## config.mk

```make
export PLATFORM = sky130hd
export DESIGN_NAME = burst_addr_gen
export DESIGN_NICKNAME = d
export VERILOG_FILES = /design/src/rtl/burst_pkg.sv /design/src/rtl/burst_seq_fsm.sv /design/src/rtl/burst_base_reg.sv /design/src/rtl/burst_order_map.sv /design/src/rtl/burst_addr_gen.sv
export SDC_FILE = /design/constraint.sdc
export NUM_CORES = 1
export LEC_CHECK = 0
export BUFFER_PORTS_ARGS = -buffer_cell sky130_fd_sc_hd__buf_4
export CORE_MARGIN = 3
export CORE_UTILIZATION = 25
export DETAILED_ROUTE_END_ITERATION = 8
export MAX_ROUTING_LAYER = met4
export PLACE_DENSITY_LB_ADDON = 0.2
export SKIP_CTS_REPAIR_TIMING = 1
export SLEW_MARGIN = 20
export SYNTH_ARGS = -nofsm -noshare
export SYNTH_HDL_FRONTEND = slang
export SYNTH_SLANG_ARGS = --single-unit
```

## constraint.sdc

```tcl
create_clock -name clk_i -period 1.4 [get_ports clk_i]
set_input_delay 0.28 -clock clk_i [delete_from_list [all_inputs] [get_ports clk_i]]
set_output_delay 0.28 -clock clk_i [all_outputs]
set_load 0.1 [all_outputs]
```

## src/rtl/burst_pkg.sv

```systemverilog
package burst_pkg;
    localparam int BEAT_W = 2;

    typedef enum logic [2:0] {
        ST_IDLE  = 3'd0,
        ST_BEAT0 = 3'd1,
        ST_BEAT1 = 3'd2,
        ST_BEAT2 = 3'd3,
        ST_BEAT3 = 3'd4
    } burst_state_e;
endpackage

```

## src/rtl/burst_seq_fsm.sv

```systemverilog
module burst_seq_fsm
    import burst_pkg::*;
(
    input  logic              clk_i,
    input  logic              rst_ni,
    input  logic              load_i,
    input  logic              adv_i,
    output logic [BEAT_W-1:0] beat_o
);
    burst_state_e state_q, state_d;

    always_ff @(posedge clk_i or negedge rst_ni) begin
        if (!rst_ni) state_q <= ST_IDLE;
        else         state_q <= state_d;
    end

    always_comb begin
        state_d = state_q;
        if (load_i) begin
            state_d = ST_BEAT0;
        end else if (adv_i) begin
            unique case (state_q)
                ST_IDLE:  state_d = ST_IDLE;
                ST_BEAT0: state_d = ST_BEAT1;
                ST_BEAT1: state_d = ST_BEAT2;
                ST_BEAT2: state_d = ST_BEAT3;
                ST_BEAT3: state_d = ST_BEAT0;
                default:  state_d = ST_IDLE;
            endcase
        end
    end

    always_comb begin
        unique case (state_q)
            ST_IDLE:  beat_o = 2'd0;
            ST_BEAT0: beat_o = 2'd0;
            ST_BEAT1: beat_o = 2'd1;
            ST_BEAT2: beat_o = 2'd2;
            ST_BEAT3: beat_o = 2'd3;
            default:  beat_o = 2'd0;
        endcase
    end
endmodule

```

## src/rtl/burst_base_reg.sv

```systemverilog
module burst_base_reg #(
    parameter int ADDR_W = 20
) (
    input  logic              clk_i,
    input  logic              rst_ni,
    input  logic              load_i,
    input  logic [ADDR_W-1:0] base_i,
    output logic [ADDR_W-1:0] base_o
);
    always_ff @(posedge clk_i or negedge rst_ni) begin
        if (!rst_ni)     base_o <= '0;
        else if (load_i) base_o <= base_i;
    end
endmodule

```

## src/rtl/burst_order_map.sv

```systemverilog
module burst_order_map
    import burst_pkg::*;
(
    input  logic              lin_i,
    input  logic [BEAT_W-1:0] start_i,
    input  logic [BEAT_W-1:0] beat_i,
    output logic [BEAT_W-1:0] low_o
);
    logic [BEAT_W-1:0] lin_low;
    logic [BEAT_W-1:0] ilv_low;

    assign lin_low = start_i + beat_i;

    for (genvar b = 0; b < BEAT_W; b++) begin : g_ilv
        assign ilv_low[b] = start_i[b] ^ beat_i[b];
    end

    assign low_o = lin_i ? lin_low : ilv_low;
endmodule

```

## src/rtl/burst_addr_gen.sv

```systemverilog
module burst_addr_gen
    import burst_pkg::*;
#(
    parameter int ADDR_W = 20
) (
    input  logic              clk_i,
    input  logic              rst_ni,
    input  logic [ADDR_W-1:0] base_i,
    input  logic              strb_cpu_i,
    input  logic              strb_ctl_i,
    input  logic              adv_i,
    input  logic              order_lin_i,
    output logic [ADDR_W-1:0] addr_o,
    output logic [1:0]        beat_o
);
    localparam int UP_W = ADDR_W - BEAT_W;

    logic              load;
    logic [ADDR_W-1:0] base_q;
    logic [BEAT_W-1:0] beat;
    logic [BEAT_W-1:0] low;

    assign load = strb_cpu_i | strb_ctl_i;

    burst_base_reg #(.ADDR_W(ADDR_W)) i_base (
        .clk_i  (clk_i),
        .rst_ni (rst_ni),
        .load_i (load),
        .base_i (base_i),
        .base_o (base_q)
    );

    burst_seq_fsm i_fsm (
        .clk_i  (clk_i),
        .rst_ni (rst_ni),
        .load_i (load),
        .adv_i  (adv_i),
        .beat_o (beat)
    );

    burst_order_map i_map (
        .lin_i   (order_lin_i),
        .start_i (base_q[BEAT_W-1:0]),
        .beat_i  (beat),
        .low_o   (low)
    );

    assign addr_o = {base_q[ADDR_W-1 -: UP_W], low};
    assign beat_o = beat;
endmodule

```

==> implementation parameters, run 1 <==
Parameter                              Value

Synthesis
  Multiplexer share of the synthesized area    23.8%
  Async set-reset flop share out of synthesis    100%
  Area share of fa/ha/maj cells after synthesis    ~1.1%
  Largest family of logic cells by synthesized area    multiplexers
  Most frequent cell after synthesis    dfrtp_1
  Fraction of synthesized cell area in xor and xnor cells    1.52%
  Fraction of the mapped netlist area in simple logic gates    5.88%
  Synthesized area per cell    around 14 um2
  Number of instances in the synthesized netlist    84
  Number of synthesized flops with an enable pin    0
  Most frequent cells after synthesis    23 x dfrtp_1, 18 x buf_4, 11 x mux2_2
  Sequential share of the synthesized area    50.1%
  Area fraction of the dominant cell type after synthesis    50.1%
  Count of synthesis-stage warnings from yosys    0
  Compound-Gate Fraction of Synth Area    under 10%
  Netlist Area Pre-Place    0.00115 mm2
  Synthesized flop and latch total    23
  Unique cell type count in the Yosys netlist    22
  Cell types occupying the most area after synthesis    dfrtp_1 50%, mux2_4 13%, buf_4 12%
  Dominant register cell in the synthesized netlist    dfrtp_1
  Library cell occupying the most area in the post-synthesis netlist    dfrtp_1
  Synth Net Count    111

Placement
  Global placement routability congestion    0.620
  Cell area after placement    0.00156 mm2
  Post-Place Worst Slack    -484 ps
  Number of I/O port buffers    47

Timing
  Actual slew at the worst max-slew pin    290 ps
  Worst Slack Setup Final    -634 ps
  Maximum frequency from static timing analysis    0.492 GHz
  Fin crit period    2030 ps
  Rel. slew slack    between 80% and 90%
  Unrepaired setup endpoints after global routing    yes
  Total count of hold-check failures in the final report    0
  # setup viols final    4
  Count of pins over their slew limit    0
  Period utilisation layout    145%
  Post-route worst hold slack    between 200 and 250 ps
  Fin Clk Skew    1.46 ps
  TNS Setup    -1390 ps

Global routing
  Global-route wire length before repair    3550 um
  Global router's overall resource usage    8.69%
  Maximum number of pins on one net before global-route repair    24
  Initial antenna violation count    0
  Final global-route overflow total    0
  Via count of the first global-routing pass    787

Clocking
  Buffer depth of the longest clock path    2
  Number of buffers created by CTS    3
  CTS sink count    23
  Skew-Pair Late Insertion Delay    260 ps
  CTS tree    built
  Clock-pin slew of the registers on the worst-case setup and hold paths    80 ps
  H-tree Lvls    1
  Clock root buffer    clkbuf_8

Route
  # DRC    0
  Average routed wire per standard cell    12.9 um
  Routed via count divided by cell count    between 4 and 5
  DRT iter0 DRCs    24
  First-pass detailed-route iteration total    3
  Antenna Nets Post-Route    0
  DRT Wirelength    2300 um
  DR vias    a little over 700

Setup path
  Combined buffer and inverter count along the critical path    1
  Type of the worst setup path    reg2out
  Max stage delay on crit path    420 ps
  Cell class contributing the biggest share of worst-path delay    flip-flops
  Reg-to-reg setup timing slack    170 ps
  Worst setup path endpoint    addr_o[1]
  R2R cell count    6
  Capture point of the worst reg-to-reg path    i_fsm.state_q[1]$_DFFE_PN0P_
  Number of gates on the worst path with buffers counted    7
  Kind of end point of the critical path    output port
  Worst reg2reg startpoint    i_fsm.state_q[2]$_DFFE_PN0P_
  Series of cell instances along the critical path    nand2b_4 > a21oi_4 > ha_4 > nand2_4 > xor2_4 > xnor2_4 > buf_12
  Startpoint type of the worst setup path    flip-flop
  Maximum fanout along the worst path    3
  Max stage delay cell, worst path    dfrtp_2
  First element of the critical path    i_fsm.state_q[2]$_DFFE_PN0P_
  WP data arrival    1750 ps
  Required time at the endpoint of the critical path    1120 ps

Floorplan
  Chip Height    73.8 um
  Number of primary I/O pins    48
  Num rows    24
  Effective utilization at floorplan    26.2%
  Area of the placeable core    0.00438 mm2
  Die X-Extent    73.8 um
  Overall die area    approximately 0.0054 mm2

Final layout
  Share of cells above drive strength 1    73.8%
  Total number of nets in the final design    around 150
  Combined area of the multi-input logic cells    503 um2
  Area taken by flip-flops and latches    roughly 580 um2
  Fill cell total of the finished layout    between 400 and 500
  Synth-to-layout area growth    47.2%
  Total inserted antenna cells    0
  Cell area after layout    0.00169 mm2

Pwr
  Static Leakage    0.769 nW
  Power consumption    1.88 mW
  Relative contribution of sequential cells to total power    between 30% and 40%
  Internal Pwr Total    1.15 mW
  Worst ir drop on vdd    approximately 0.46 mV
  Pwr dens    1110 mW/mm2
  Logic pwr share    38.9%
  Clock group share of total power    21.4%
  Switching Share    39.1%
  Power spent charging and discharging nets    0.737 mW

Min path
  Path class of the lowest-slack min-delay path    in2reg

Run status
  Violations in the final reports    negative setup slack
  Outcome    finished with violations

Run
  Number of maximum-capacitance constraint violations    0
## flip-flops by register name (all words and copies together) (netlist names)
name           flops
i_base.base_o     20
i_fsm.state_q      3
## cells by family after synthesis
kind of cell    count (synthesis)
xor+xnor                        2
simple gates                   12
fa+ha+maj                       1
mux                            21
compound gates                  5
flops                          23
buf+inv                        20
## power by group through the flow
stage | Combinational (mW) | Sequential (mW) | Clock (mW)
after global routing | 0.758 | 0.756 | 0.453
after floorplan | 0.605 | 0.757 | 0
after global placement | 0.701 | 0.760 | 0
after detailed placement | 0.706 | 0.763 | 0
final | 0.732 | 0.749 | 0.403
after CTS | 0.707 | 0.751 | 0.431
## metal layers
metal | global-route usage, % | routed length, um | vias to the layer above
met5 | - | 0 | -
met4 | 3.62 | 17 | 0
met3 | 2.19 | 150 | 2
met2 | 14.8 | 1250 | 26
met1 | 9.60 | 879 | 351
li1 | - | - | 348
## how the worst min path moves through the flow
stage	start	end	slack, ps	depth (start not counted)
2_1_floorplan	rst_ni	i_base.base_o[0]$_DFFE_PN0N_	-20	0
3_3_place_gp	rst_ni	i_base.base_o[11]$_DFFE_PN0N_	190	1
3_5_place_dp	rst_ni	i_base.base_o[11]$_DFFE_PN0N_	200	1
4_1_cts	rst_ni	i_base.base_o[13]$_DFFE_PN0N_	-100	1
5_1_grt	base_i[17]	i_base.base_o[17]$_DFFE_PN0N_	230	2
6_report	base_i[8]	i_base.base_o[8]$_DFFE_PN0N_	240	2
## cell usage in the layout (no fill, tap or decap), types with 2 or more instances in the layout
cell type / instances
nand2b_4: 2
buf_4: 52
dfrtp_2: 2
dfrtp_1: 21
mux2_4: 10
clkbuf_8: 3
buf_12: 5
nor2_1: 3
mux2_2: 11
## stage by stage
stage / std cells / utilization, %
floorplan: 84 / -
global placement: 171 / 35.7
detailed placement: 171 / 35.7
CTS: 175 / 36.7
global route: 178 / 38.6
finish: 178 / 38.6
## final cells by class
| class | instances | share of cell area [%] |
|---|---|---|
| well taps | 52 | 3.84 |
| clock inverters | 1 | 0.296 |
| flip-flops and latches | 23 | 34.1 |
| multi-input cells | 41 | 29.7 |
| clock buffers | 3 | 2.44 |
| repair buffers | 58 | 29.6 |
No activity file was read; power rests on OpenSTA's default activity.
==> run 2: changes to the inputs <==
- ABC_AREA: unset -> 1
==> run 2 against run 1 <==
  * The run still ends with negative setup slack left
  * Non-clock buffer count grew 3
  * Critical path depth up 4
  * Hold slack worse by 43 ps
  * Final area up 1.1%
  * Worst setup slack improved by 120 ps
  * Power decreased by 0.60%
  * Wire length is 14% higher
==> implementation parameters, run 2 <==
Parameter                              Value

Final layout
  Total number of nets in the final design    208 (+35%)
  Share of cells above drive strength 1    48.3% (-25 points)
  Flip-flop count of the largest register, all copies and words added    20 (unchanged)
  Register with the most flip-flops    i_base.base_o
  Leading cell type in the layout, fill and taps excluded    nand2_1
  Non-Filler Instances    230 (+29%)
  Commonest non-fill, non-tap cells in the layout    65 x nand2_1, 55 x buf_4, 21 x dfrtp_1
  Total inserted antenna cells    0 (unchanged)
  Registers with the highest flip-flop counts    i_base.base_o (20), i_fsm.state_q (3)
  Synth-to-layout area growth    50.7%

Synthesis
  Most frequent cell after synthesis    nand2_1
  Most frequent cells after synthesis    72 x nand2_1, 23 x dfrtp_1, 19 x buf_4
  Sequential share of the synthesized area    50.7% (+0.61 points)
  Library cell occupying the most area in the post-synthesis netlist    dfrtp_1
  Netlist Area Pre-Place    0.00114 mm2 (-1.2%)
  Dominant register cell in the synthesized netlist    dfrtp_1
  Area fraction of the dominant cell type after synthesis    50.7% (+0.61 points)
  Unique cell type count in the Yosys netlist    14 (-36%)
  Async set-reset flop share out of synthesis    100% (unchanged)
  Synthesized flop and latch total    23 (unchanged)
  Cell types occupying the most area after synthesis    dfrtp_1 51%, nand2_1 24%, buf_4 13%
  Synth Net Count    165 (+49%)
  Count of synthesis-stage warnings from yosys    0 (unchanged)
  Number of synthesized flops with an enable pin    0 (unchanged)
  Number of instances in the synthesized netlist    138 (+64%)
  Synthesized area per cell    8.23 um2 (-40%)

Clocking
  CTS tree    built
  CTS sink count    23 (unchanged)
  Clock-pin slew of the registers on the worst-case setup and hold paths    80 ps (about the same)
  Number of buffers created by CTS    3 (unchanged)
  H-tree Lvls    1 (unchanged)
  Buffer depth of the longest clock path    2 (unchanged)
  Skew-Pair Late Insertion Delay    260 ps (about the same)
  Clock root buffer    clkbuf_8

Timing
  Rel. slew slack    74.2% (-6.5 points)
  # setup viols final    4 (unchanged)
  Total count of hold-check failures in the final report    0 (unchanged)
  Actual slew at the worst max-slew pin    387 ps (+97.1 ps)
  Unrepaired setup endpoints after global routing    yes
  Maximum frequency from static timing analysis    0.521 GHz (+6.0%)
  Fin crit period    1920 ps (-116 ps)
  Period utilisation layout    137% (-8.3 points)
  Worst Slack Setup Final    -518 ps (+116 ps)
  Count of pins over their slew limit    0 (unchanged)
  Fin Clk Skew    6.06 ps (+4.60 ps)

Floorplan
  Effective utilization at floorplan    27.0% (+0.81 points)
  Chip Height    73.4 um (-0.56%)
  Number of primary I/O pins    48 (unchanged)
  Overall die area    0.00539 mm2 (-1.1%)
  Num rows    23 (-4.2%)
  Area of the placeable core    0.00420 mm2 (-4.2%)
  Die X-Extent    73.4 um (-0.56%)

Setup path
  Type of the worst setup path    reg2out
  WP data arrival    1640 ps (-110 ps)
  Maximum fanout along the worst path    3 (unchanged)
  Startpoint type of the worst setup path    flip-flop
  Required time at the endpoint of the critical path    1120 ps (about the same)
  Kind of end point of the critical path    output port

Route
  DRT Wirelength    2620 um (+14%)
  DRT iter0 DRCs    33 (+38%)
  Routed via count divided by cell count    4.21 (+3.0%)
  # DRC    0 (unchanged)
  Average routed wire per standard cell    11.4 um (-12%)
  DR vias    968 (+33%)
  Antenna Nets Post-Route    0 (unchanged)
  First-pass detailed-route iteration total    2 (-1)

Global routing
  Via count of the first global-routing pass    920 (+17%)
  Global router's overall resource usage    9.89% (+1.2 points)
  Maximum number of pins on one net before global-route repair    24 (unchanged)
  Global-route wire length before repair    4070 um (+15%)
  Initial antenna violation count    0 (unchanged)
  Final global-route overflow total    0 (unchanged)

Placement
  Post-DP HPWL    2000 um
  Global placement routability congestion    0.664 (+7.1%)
  Post-Place Worst Slack    -382 ps (+102 ps)
  Number of I/O port buffers    47 (unchanged)
  # placed instances    222 (+30%)

Run status
  Outcome    finished with violations
  Violations in the final reports    negative setup slack

Min path
  Path class of the lowest-slack min-delay path    in2reg

Pwr
  Pwr dens    1090 mW/mm2 (-1.7%)
  Worst ir drop on vdd    0.599 mV (+29%)
  Static Leakage    0.892 nW (+16%)
  Power consumption    1.87 mW (-0.60%)

Run
  Number of maximum-capacitance constraint violations    0 (unchanged)
==> run 2: layout make-up <==
class                           count  area [um2]
Fill cell                         430        2490
Sequential cell                    23         578
Timing Repair Buffer               61         514
Multi-Input combinational cell     85         482
Tap cell                           50        62.6
Clock buffer                        3        41.3
Inverter                            7        28.8
Clock inverter                      1        5.00
==> run 2: metrics by stage <==
stage / TNS (ps) / utilization [%] / hold WS [ps] / cell area (um2)
2_1_floorplan: -554 / - / -15.6 / 1220
3_5_place_dp: -593 / 36.3 / 196 / 1530
4_1_cts: -1760 / 37.4 / -104 / 1570
6_report: -1140 / 40.7 / 202 / 1710
5_1_grt: -1360 / 40.7 / 191 / 1710
3_3_place_gp: -446 / 36.3 / 193 / 1530
==> run 2: power by group <==
| group | total (mW) | leakage (nW) | switching, mW | internal (mW) |
|---|---|---|---|---|
| Clock | 0.406 | 0.0255 | 0.207 | 0.198 |
| Combinational | 0.719 | 0.594 | 0.522 | 0.197 |
| Sequential | 0.749 | 0.273 | 0.0333 | 0.715 |
==> run 2: path summary, 6_finish.rpt <==
kind	startpoint	endpoint	slack [ps]	depth (start not counted)
setup / recovery	i_fsm.state_q[1]$_DFFE_PN0P_	addr_o[1]	-520	11
hold / removal	base_i[2]	i_base.base_o[2]$_DFFE_PN0N_	200	3
setup reg to reg	i_fsm.state_q[1]$_DFFE_PN0P_	i_fsm.state_q[1]$_DFFE_PN0P_	320	5
hold reg to reg	i_base.base_o[12]$_DFFE_PN0N_	i_base.base_o[12]$_DFFE_PN0N_	490	2
max in group asynchronous	rst_ni	i_fsm.state_q[1]$_DFFE_PN0P_	710	2
min in group asynchronous	rst_ni	i_base.base_o[3]$_DFFE_PN0N_	430	2
==> run 2: logic make-up (layout without fill, tap and decap cells) <==
logic type / count (synthesis) / in the layout / share of synthesized area (%)
AND/OR/NAND/NOR: 80 / 80 / 28.0
flip-flops: 23 / 23 / 50.7
adder cells (fa/ha/maj): 1 / 1 / 1.10
buffers and inverters: 30 / 72 / 18.2
AO/OA/AOI/OAI: 4 / 4 / 2.09
==> run 2: worst max-delay path, cell delays in order (launching register included) <==
cell,delay (ps)
dfrtp_2,440
inv_2,80
nand3_4,100
nand2_8,90
ha_4,130
nand2_2,40
nand2_2,70
nand2_4,70
inv_4,60
nand2_4,60
nand2_8,70
buf_12,160
==> run 2: metal layers <==
metal / routed length [um] / vias up / share of wire (%) / track usage [%]
met5: 0 / - / 0 / -
li1: - / 484 / - / -
met2: 1330 / 30 / 51 / 16.6
met4: 0 / 0 / 0 / 1.21
met1: 1120 / 454 / 43 / 11.9
met3: 166 / 0 / 6.3 / 3.28
